[config.mk]
export PLATFORM = sky130hd
export DESIGN_NAME = txd_engine
export DESIGN_NICKNAME = d
export VERILOG_FILES = /design/src/rtl/txd_pkg.sv /design/src/rtl/txd_req_fifo.sv /design/src/rtl/txd_frame_seq.sv /design/src/rtl/txd_frame_cnt.sv /design/src/rtl/txd_engine.sv
export SDC_FILE = /design/constraint.sdc
export NUM_CORES = 2
export LEC_CHECK = 0
export ABC_AREA = 1
export ABC_CLOCK_PERIOD_IN_PS = 6300
export BUFFER_PORTS_ARGS = -buffer_cell sky130_fd_sc_hd__buf_2
export CAP_MARGIN = 10
export CORE_UTILIZATION = 33
export DETAILED_ROUTE_END_ITERATION = 8
export HOLD_SLACK_MARGIN = 0.15
export PLACE_DENSITY_LB_ADDON = 0.1
export RECOVER_POWER = 25
export REMOVE_ABC_BUFFERS = 1
export SYNTH_ARGS = -nofsm -noshare
export SYNTH_HDL_FRONTEND = slang
export SYNTH_SLANG_ARGS = --single-unit
[constraint.sdc]
create_clock -name clk -period 6.3 [get_ports clk]
set_input_delay 0.315 -clock clk [delete_from_list [all_inputs] [get_ports clk]]
set_output_delay 0.315 -clock clk [all_outputs]
set_load 0.02 [all_outputs]
[src/rtl/txd_pkg.sv]
package txd_pkg;
  localparam int OFF_W     = 24;
  localparam int UNIT_W    = 8;
  localparam int HDR_BYTES = 16;
  localparam int BYTE_W    = UNIT_W + 3;

  typedef enum logic [2:0] {
    S_IDLE, S_HDR, S_LOAD, S_SEND, S_DONE
  } seq_state_t;

  typedef struct packed {
    logic [UNIT_W-1:0] units;
    logic [OFF_W-1:0]  off;
  } tx_req_t;
endpackage

[src/rtl/txd_req_fifo.sv]
module txd_req_fifo #(
  parameter int DEPTH = 64,
  parameter int W     = 32,
  localparam int AW   = $clog2(DEPTH),
  localparam int LW   = $clog2(DEPTH + 1)
) (
  input  logic          clk,
  input  logic          rst_n,
  input  logic          push,
  input  logic [W-1:0]  din,
  input  logic          flush,
  input  logic          pop,
  output logic [W-1:0]  dout,
  output logic          avail,
  output logic [LW-1:0] level,
  output logic          ovf
);
  logic [W-1:0]  store [DEPTH];
  logic [AW-1:0] wp, rp;
  logic          full, push_ok, pop_ok;

  assign full    = (level == LW'(DEPTH));
  assign avail   = (level != '0) && !flush;
  assign push_ok = push && !flush && !full;
  assign pop_ok  = pop && avail;
  assign dout    = store[rp];

  always_ff @(posedge clk) begin
    if (push_ok) store[wp] <= din;
  end

  always_ff @(posedge clk) begin
    if (!rst_n) begin
      wp <= '0; rp <= '0; level <= '0; ovf <= 1'b0;
    end else if (flush) begin
      wp <= '0; rp <= '0; level <= '0;
    end else begin
      if (push_ok) wp <= wp + 1'b1;
      if (pop_ok)  rp <= rp + 1'b1;
      if (push && full) ovf <= 1'b1;
      level <= level + LW'(push_ok) - LW'(pop_ok);
    end
  end
endmodule

[src/rtl/txd_frame_seq.sv]
module txd_frame_seq
  import txd_pkg::*;
(
  input  logic             clk,
  input  logic             rst_n,
  input  logic             req_avail,
  input  tx_req_t          req,
  output logic             pop,
  output logic             mem_en,
  output logic             mem_we,
  output logic [OFF_W-1:0] mem_addr,
  output logic [31:0]      mem_wdata,
  input  logic [31:0]      mem_rdata,
  output logic             tx_valid,
  input  logic             tx_ready,
  output logic [7:0]       tx_data,
  output logic             tx_last,
  output logic [1:0]       tx_port,
  output logic             done
);
  seq_state_t        st, st_n;
  logic [OFF_W-1:0]  base;
  logic [BYTE_W-1:0] lim, cnt, idx, idx_nx, n_sel;
  logic [31:0]       word;
  logic [1:0]        port;
  logic [15:0]       hdr_len;
  logic              at_last;

  assign idx_nx   = idx + 1'b1;
  assign hdr_len  = mem_rdata[15:0];
  assign n_sel    = (hdr_len < 16'(lim)) ? hdr_len[BYTE_W-1:0] : lim;
  assign at_last  = (idx == cnt - 1'b1);
  assign tx_valid = (st == S_SEND);
  assign tx_data  = word[{idx[1:0], 3'b000} +: 8];
  assign tx_last  = tx_valid && at_last;
  assign tx_port  = tx_valid ? port : 2'b00;

  always_comb begin
    st_n = st; pop = 1'b0; done = 1'b0;
    mem_en = 1'b0; mem_we = 1'b0; mem_addr = '0; mem_wdata = '0;
    case (st)
      S_IDLE: if (req_avail) begin
        pop = 1'b1; mem_en = 1'b1;
        mem_addr = req.off & ~OFF_W'(3);
        st_n = S_HDR;
      end
      S_HDR: if (n_sel == '0) st_n = S_DONE;
        else begin
          mem_en = 1'b1;
          mem_addr = base + OFF_W'(HDR_BYTES);
          st_n = S_LOAD;
        end
      S_LOAD: st_n = S_SEND;
      S_SEND: if (tx_ready) begin
        if (at_last) st_n = S_DONE;
        else if (idx[1:0] == 2'd3) begin
          mem_en = 1'b1;
          mem_addr = base + OFF_W'(HDR_BYTES) + OFF_W'({idx_nx[BYTE_W-1:2], 2'b00});
          st_n = S_LOAD;
        end
      end
      S_DONE: begin
        mem_en = 1'b1; mem_we = 1'b1; done = 1'b1;
        mem_addr = base + OFF_W'(4);
        mem_wdata = 32'h1;
        st_n = S_IDLE;
      end
      default: st_n = S_IDLE;
    endcase
  end

  always_ff @(posedge clk) begin
    if (!rst_n) begin
      st <= S_IDLE; base <= '0; lim <= '0; cnt <= '0; idx <= '0;
      word <= '0; port <= '0;
    end else begin
      st <= st_n;
      if (pop) begin
        base <= req.off & ~OFF_W'(3);
        lim  <= (req.units < UNIT_W'(2)) ? '0
              : {req.units, 3'b000} - BYTE_W'(HDR_BYTES);
      end
      if (st == S_HDR) begin
        cnt <= n_sel; port <= mem_rdata[17:16]; idx <= '0;
      end
      if (st == S_LOAD) word <= mem_rdata;
      if (st == S_SEND && tx_ready) idx <= idx_nx;
    end
  end
endmodule

[src/rtl/txd_frame_cnt.sv]
module txd_frame_cnt #(
  parameter int CW = 32
) (
  input  logic          clk,
  input  logic          rst_n,
  input  logic          inc,
  input  logic          clear,
  output logic [CW-1:0] count
);
  always_ff @(posedge clk) begin
    if (!rst_n || clear) count <= '0;
    else if (inc)        count <= count + 1'b1;
  end
endmodule

[src/rtl/txd_engine.sv]
module txd_engine
  import txd_pkg::*;
#(
  parameter int DEPTH  = 64,
  parameter int CNT_W  = 32,
  localparam int LVL_W = $clog2(DEPTH + 1)
) (
  input  logic             clk,
  input  logic             rst_n,
  input  logic             submit_wr,
  input  logic [31:0]      submit_word,
  input  logic             fifo_flush,
  input  logic             cnt_clear,
  output logic             mem_en,
  output logic             mem_we,
  output logic [OFF_W-1:0] mem_addr,
  output logic [31:0]      mem_wdata,
  input  logic [31:0]      mem_rdata,
  output logic             tx_valid,
  input  logic             tx_ready,
  output logic [7:0]       tx_data,
  output logic             tx_last,
  output logic [1:0]       tx_port,
  output logic [LVL_W-1:0] fifo_level,
  output logic             overflow,
  output logic [CNT_W-1:0] frame_count
);
  tx_req_t head;
  logic    avail, pop, done;

  txd_req_fifo #(.DEPTH(DEPTH), .W($bits(tx_req_t))) u_fifo (
    .clk(clk), .rst_n(rst_n), .push(submit_wr), .din(submit_word),
    .flush(fifo_flush), .pop(pop), .dout(head), .avail(avail),
    .level(fifo_level), .ovf(overflow)
  );

  txd_frame_seq u_seq (
    .clk(clk), .rst_n(rst_n), .req_avail(avail), .req(head), .pop(pop),
    .mem_en(mem_en), .mem_we(mem_we), .mem_addr(mem_addr),
    .mem_wdata(mem_wdata), .mem_rdata(mem_rdata),
    .tx_valid(tx_valid), .tx_ready(tx_ready), .tx_data(tx_data),
    .tx_last(tx_last), .tx_port(tx_port), .done(done)
  );

  txd_frame_cnt #(.CW(CNT_W)) u_cnt (
    .clk(clk), .rst_n(rst_n), .inc(done), .clear(cnt_clear),
    .count(frame_count)
  );
endmodule

### After elaboration in Yosys (flattened, before gate mapping)

Memories as Yosys holds them, arrays and structs flattened. A register that Yosys moved wholly into a read port is not among the register bits.
Cells that the tools add are included.

| storage, ports and cells | value |
|---|---|
| register bits after elaboration | 144 |
| input port bits | 70 |
| output and inout bits | 110 |
| memories | 1 |
| logic and storage cells | 87 |
| memory bits (writable) | 2048 |

| operators by class | value |
|---|---|
| bitwise operators | 2 |
| reductions and logical operators | 18 |
| order comparisons | 2 |
| add/sub/neg operators | 11 |
| shifts and indexed selects | 1 |
| multiplexer cells | 30 |
| eq/ne operators | 10 |

Memory list:

| memory | depth | width | rd ports | clocked after Yosys merged registers in | wr ports | line | RTL |
|---|---|---|---|---|---|---|---|
| u_fifo.store | 64 | 32 | 1 | 1 | 1 | txd_req_fifo.sv:18 | `logic [W-1:0] store [DEPTH];` |

Operators by type and width:

| operator | count |
|---|---|
| two-way mux 24 bit | 5 |
| case mux 24 bit (4 select lines) | 1 |
| two-way mux 11 bit | 4 |
| adder 32 x 1 -> 32 bit, second input constant | 1 |
| indexed part select 32 x 6 -> 8 bit | 1 |
| adder 24 x 11 -> 24 bit | 1 |
| adder 24 x 3 -> 24 bit, second input constant | 1 |
| adder 24 x 5 -> 24 bit, second input constant | 1 |
| < comparator 16 x 11 -> 1 bit | 1 |
| two-way mux 3 bit | 5 |
| adder 6 x 1 -> 6 bit, second input constant | 2 |
| two-way mux 6 bit | 2 |
| case mux 3 bit (4 select lines) | 1 |
| adder 11 x 1 -> 11 bit, second input constant | 1 |
| == test 11 bit | 1 |
| logical NOT 11 bit | 1 |
| subtractor 11 x 1 -> 11 bit, second input constant | 1 |
| subtractor 11 x 5 -> 11 bit, second input constant | 1 |
| two-way mux 1 bit | 10 |
| < comparator 8 x 2 -> 1 bit, second input constant | 1 |
| adder 7 x 1 -> 7 bit | 1 |
| == test 7 bit, second input constant | 1 |
| logical AND 1 bit | 7 |
| nonzero test 7 bit | 1 |
| 17 further kinds | 22 |

### Logic depth before layout (Yosys ltp)

| logic depth | value |
|---|---|
| depth in word-level cells | 7 |
| mapped depth | 21 |
| gate-level depth less buffers | 19 |

### Hierarchy

A second synthesis with hierarchy kept.

| unflattened totals | value |
|---|---|
| cell total of the unflattened synthesis | 8400 |
| area, all modules | 92412.4 µm² |

Modules (own cells, without submodules):

| module | times used | cells each | sequential area each (µm²) | area each (µm²) |
|---|---|---|---|---|
| txd_req_fifo | 1 | 6885 | 62019.5 | 83269.9 |
| txd_frame_seq | 1 | 1240 | 1781.7 | 7344.5 |
| txd_frame_cnt | 1 | 275 | 640.6 | 1798.0 |

### Worst setup path before layout

Ideal clock, no wire load.

| timing | value |
|---|---|
| path kind | register to register |
| start | register u_fifo.level[2] |
| end | memory u_fifo.store[23][10] (enable) |
| required time | 5.845 ns |
| clock period less this slack | 3.821 ns |
| arrival | 3.366 ns |
| path buffers | 0 |
| cell stages (with the launch flop) | 10 |
| library setup time | 0.455 ns |
| slack | 2.479 ns |
| path through | dfxtp_1 > inv_1 > ha_1 > nand3_1 > inv_1 > nand3_1 > nand2_1 > nor2_1 > nand2_1 > nor3_1 |

| between the ends | value |
|---|---|
| cells in the longest elaborated chain, start to end | 5 |

Ends and longest elaborated chain:

| item | line | RTL |
|---|---|---|
| start: declaration | txd_req_fifo.sv:15 | `output logic [LW-1:0] level,` |
| start signal: assignment | txd_req_fifo.sv:41 | `level <= level + LW'(push_ok) - LW'(pop_ok);` |
| == test 7 bit | txd_req_fifo.sv:22 | `assign full = (level == LW'(DEPTH));` |
| logical NOT 1 bit | txd_req_fifo.sv:24 | `assign push_ok = push && !flush && !full;` |
| logical AND 1 bit | txd_req_fifo.sv:24 |  |
| two-way mux 1 bit | txd_req_fifo.sv:29 | `if (push_ok) store[wp] <= din;` |
| two-way mux 1 bit (implied by the code) | txd_req_fifo.sv:29 |  |
| end: declaration | txd_req_fifo.sv:18 |  |

Every way passes these cells.

==> results.toml <==
[timing]
worst_slack_ns = 1.18
drv_slew = 1042
setup_viol = 0
hold_viol = 0
period_needed_ns = 5.12
fmax_mhz = 195
relSlewSlack = -1.65
fin_crit_sh = 0.813
rsz0062_at_grt = "false"
hold_ws_ns = 0.264
tightestPinTransition_ns = 3.97
skew_ns = 0.0646

[setup_path]
critPathArrivalTime_ns = 4.81
endpoint_kind = "output pin"
crit_buf_inv = 3
cp_slowest_cell = "inv_16"
crit_family = "simple AND/OR/NAND/NOR gates"
critical_path_class = "flop to output pin"
start_kind = "flop"
cp_max_fo = 164
cp_cell_sequence = "inv_16, buf_12, o21ai_0, o22ai_1, o21ai_0, o211ai_1, nand3_1, nand2_1, nand2_1, nand4_1, buf_2"
slowest_delay_ns = 0.53
r2r_setup_slack_ns = 2.14
critPathRequiredTime_ns = 5.98

[power_and_ir_drop]
combPwrFrac = 0.142
p_sw_frac = 0.275
p_int_mw = 23.8
p_sw_mw = 9.04
pwr-share-clk = 0.390
ir_worst_vdd_mv = 0.293
finalPower_mw = 32.9
p_per_area_nw_per_um2 = 336
seq_power_share = 0.468
leakage_nw = 32.7

[global_routing]
grt_pass1_vias = 55200
overflow = 0
antenna_found_initial = 15
grt_first_pass_wirelength_mm = 397
grt_max_degree = 165
grtUsageTotal = 0.210

[floorplanning]
rows = 186
die_h_um = 510
ios = 180
die_w_um = 510
dieArea_um2 = 260000
initial_core_util = 0.332
core_area_um2 = 257000

[clocking]
clock_path_buffers = 3
cts.htree.levels = 4
clk_latency_ns = 0.87
cts_buffers = 225
post_cts_buffers = 0
clk_pin_slew_worst_paths_ns = 0.06
cts-root-buf = "clkbuf_16"
cts_resized = 0
cts_sinks = 2067
cts_tree = "built"

[logic_synthesis]
synthAdderAreaFrac = 0.00531
ys.flop_type = "edfxtp_1"
syn_area_um2 = 85200
async_flop_share = 0
yosysSeqAreaShare = 0.711
ys_ff_latch = 2067
syn_inst = 7094
synth-simple-area-share = 0.139
synth_compound_area_frac = 0.0995
ys_warn_count = 0
muxShareOfSynthArea = 0
synth_top_family_by_area = "simple AND/OR/NAND/NOR gates"
netlist-cell-type-count = 52
syn_area_per_cell_um2 = 12.0
synthXorXnorAreaFrac = 0.00587
synth_edf_count = 1920

[job]
maxCapViolations = 16

[layout]
final_common_cell = "edfxtp_1"
nFillCells = 24700
drive_gt1_frac = 0.0992
fin_util = 0.381
synthToLayoutAreaGrowth_pct = 14.7
nets = 7371
layout_common_cells = "1920 x edfxtp_1, 965 x nand2_1, 957 x nor2_1"

[detailed_routing]
wire_per_inst_um = 25.6
post-route-drc-count = 0
first_pass_iters = 5
routed_via_density = 5.28
drtIter0Drc = 5345
vias = 57200
ant_nets = 0
routed_wirelength_mm = 278

[hold_path]
hold_path_class = "primary input to flop"

[place]
portBuffers = 144
place_congestion = 0.820
dp_slack_ns = 2.07
dpl.hpwl_mm = 151

[status]
outcome = "complete, but fails checks"
failed_checks = "max-capacitance violations, max-slew violations"
[worst reg2reg max path, delay by kind of cell (launching register included)]
family	cells	cell delay, ns
fa+ha+maj	1	0.18
buf+inv	3	0.60
flops	1	0.37
simple gates	6	2.62
[routing by layer]
metal | part of all wire | vias up | track usage
li1 | - | 26200 | -
met1 | 0.46 | 29200 | 0.296
met2 | 0.47 | 1453 | 0.345
met3 | 0.046 | 341 | 0.0253
met4 | 0.022 | 2 | 0.0498
met5 | 0.000047 | - | 0
[metrics by stage]
stage               TNS [ns]  area [um2]  cells
finish                     0       97800  10800
global route               0       97800  10800
CTS                        0       97800  10800
detailed placement         0       90000  10300
global placement           0       90000  10300
floorplan           -1612.11       82700   6626
[flip-flops by register name, indices dropped and copies added (netlist names), named ones only]
| signal | count |
|---|---|
| u_cnt.count | 32 |
| u_seq.port | 2 |
| u_fifo.wp | 6 |
| u_fifo.level | 7 |
| u_seq.word | 32 |
| u_seq.lim | 8 |
| u_seq.base | 22 |
| u_seq.idx | 11 |
| u_seq.st | 3 |
| u_fifo.rp | 6 |
| u_fifo.store | 1920 |
| u_seq.cnt | 11 |
| u_fifo.ovf | 1 |
[path summary, 6_finish.rpt]
| kind | startpoint | cells after the start | end |
|---|---|---|---|
| worst max-delay path | flop | 11 | mem_addr[6] |
| worst max register to register | u_fifo.level[3] | 10 | u_fifo.store[61][25] |
| worst min-delay path | submit_wr | 5 | u_fifo.wp[1] |
| worst min register to register | u_seq.port[0] | 2 | u_seq.port[0] |
[logic make-up (layout without fill, tap and decap cells)]
kind of cell               after synthesis  after routing
and+or+nand+nor                       2820           2820
DFF                                   2067           2067
AOI/OAI and AO/OA                     1427           1427
buffers and inverters                  691           1021
xor gates and xnor gates                53             53
adders and majority gates               35             35
other                                    1             36
[power by group through the flow]
stage	clock [mW]	combinational (mW)	sequential (mW)
after floorplan	0	3.08	15.8
after global placement	0	4.64	15.7
after detailed placement	0	4.66	15.7
after CTS	13.1	4.74	15.4
after global routing	13.6	5.19	15.4
final	12.8	4.67	15.4
[cell type report]
| class | count | area [um2] | area share |
|---|---|---|---|
| tap | 3384 | 4230 | 0.0433 |
| timing repair buffer | 413 | 3180 | 0.0326 |
| antenna | 3 | 7.51 | 0.0000768 |
| clock inverter | 130 | 1030 | 0.0106 |
| clock buffer | 287 | 6060 | 0.0620 |
| inverter | 191 | 753 | 0.00770 |
| sequential | 2067 | 60600 | 0.620 |
| multi-input combinational | 4368 | 21900 | 0.224 |
[synth_stat cells, types with 42 or more instances]
master | number | area (um2)
o221ai_1 | 255 | 2230
o211ai_1 | 51 | 383
nor2_1 | 1019 | 3820
nand2_1 | 965 | 3620
o21ai_0 | 799 | 4000
nand3_1 | 706 | 3530
nor3_1 | 42 | 210
dfxtp_1 | 147 | 2940
o22ai_1 | 104 | 651
o21ai_1 | 56 | 280
clkbuf_1 | 172 | 646
a21oi_1 | 119 | 596
buf_2 | 185 | 926
inv_1 | 184 | 691
buf_4 | 83 | 623
edfxtp_1 | 1920 | 57700
[what timing repair did]
action	CTS	global route
hold endpoints to repair	442	0
setup endpoints to repair	0	0
hold buffers	77	0
(Power assumes the default switching activity.)
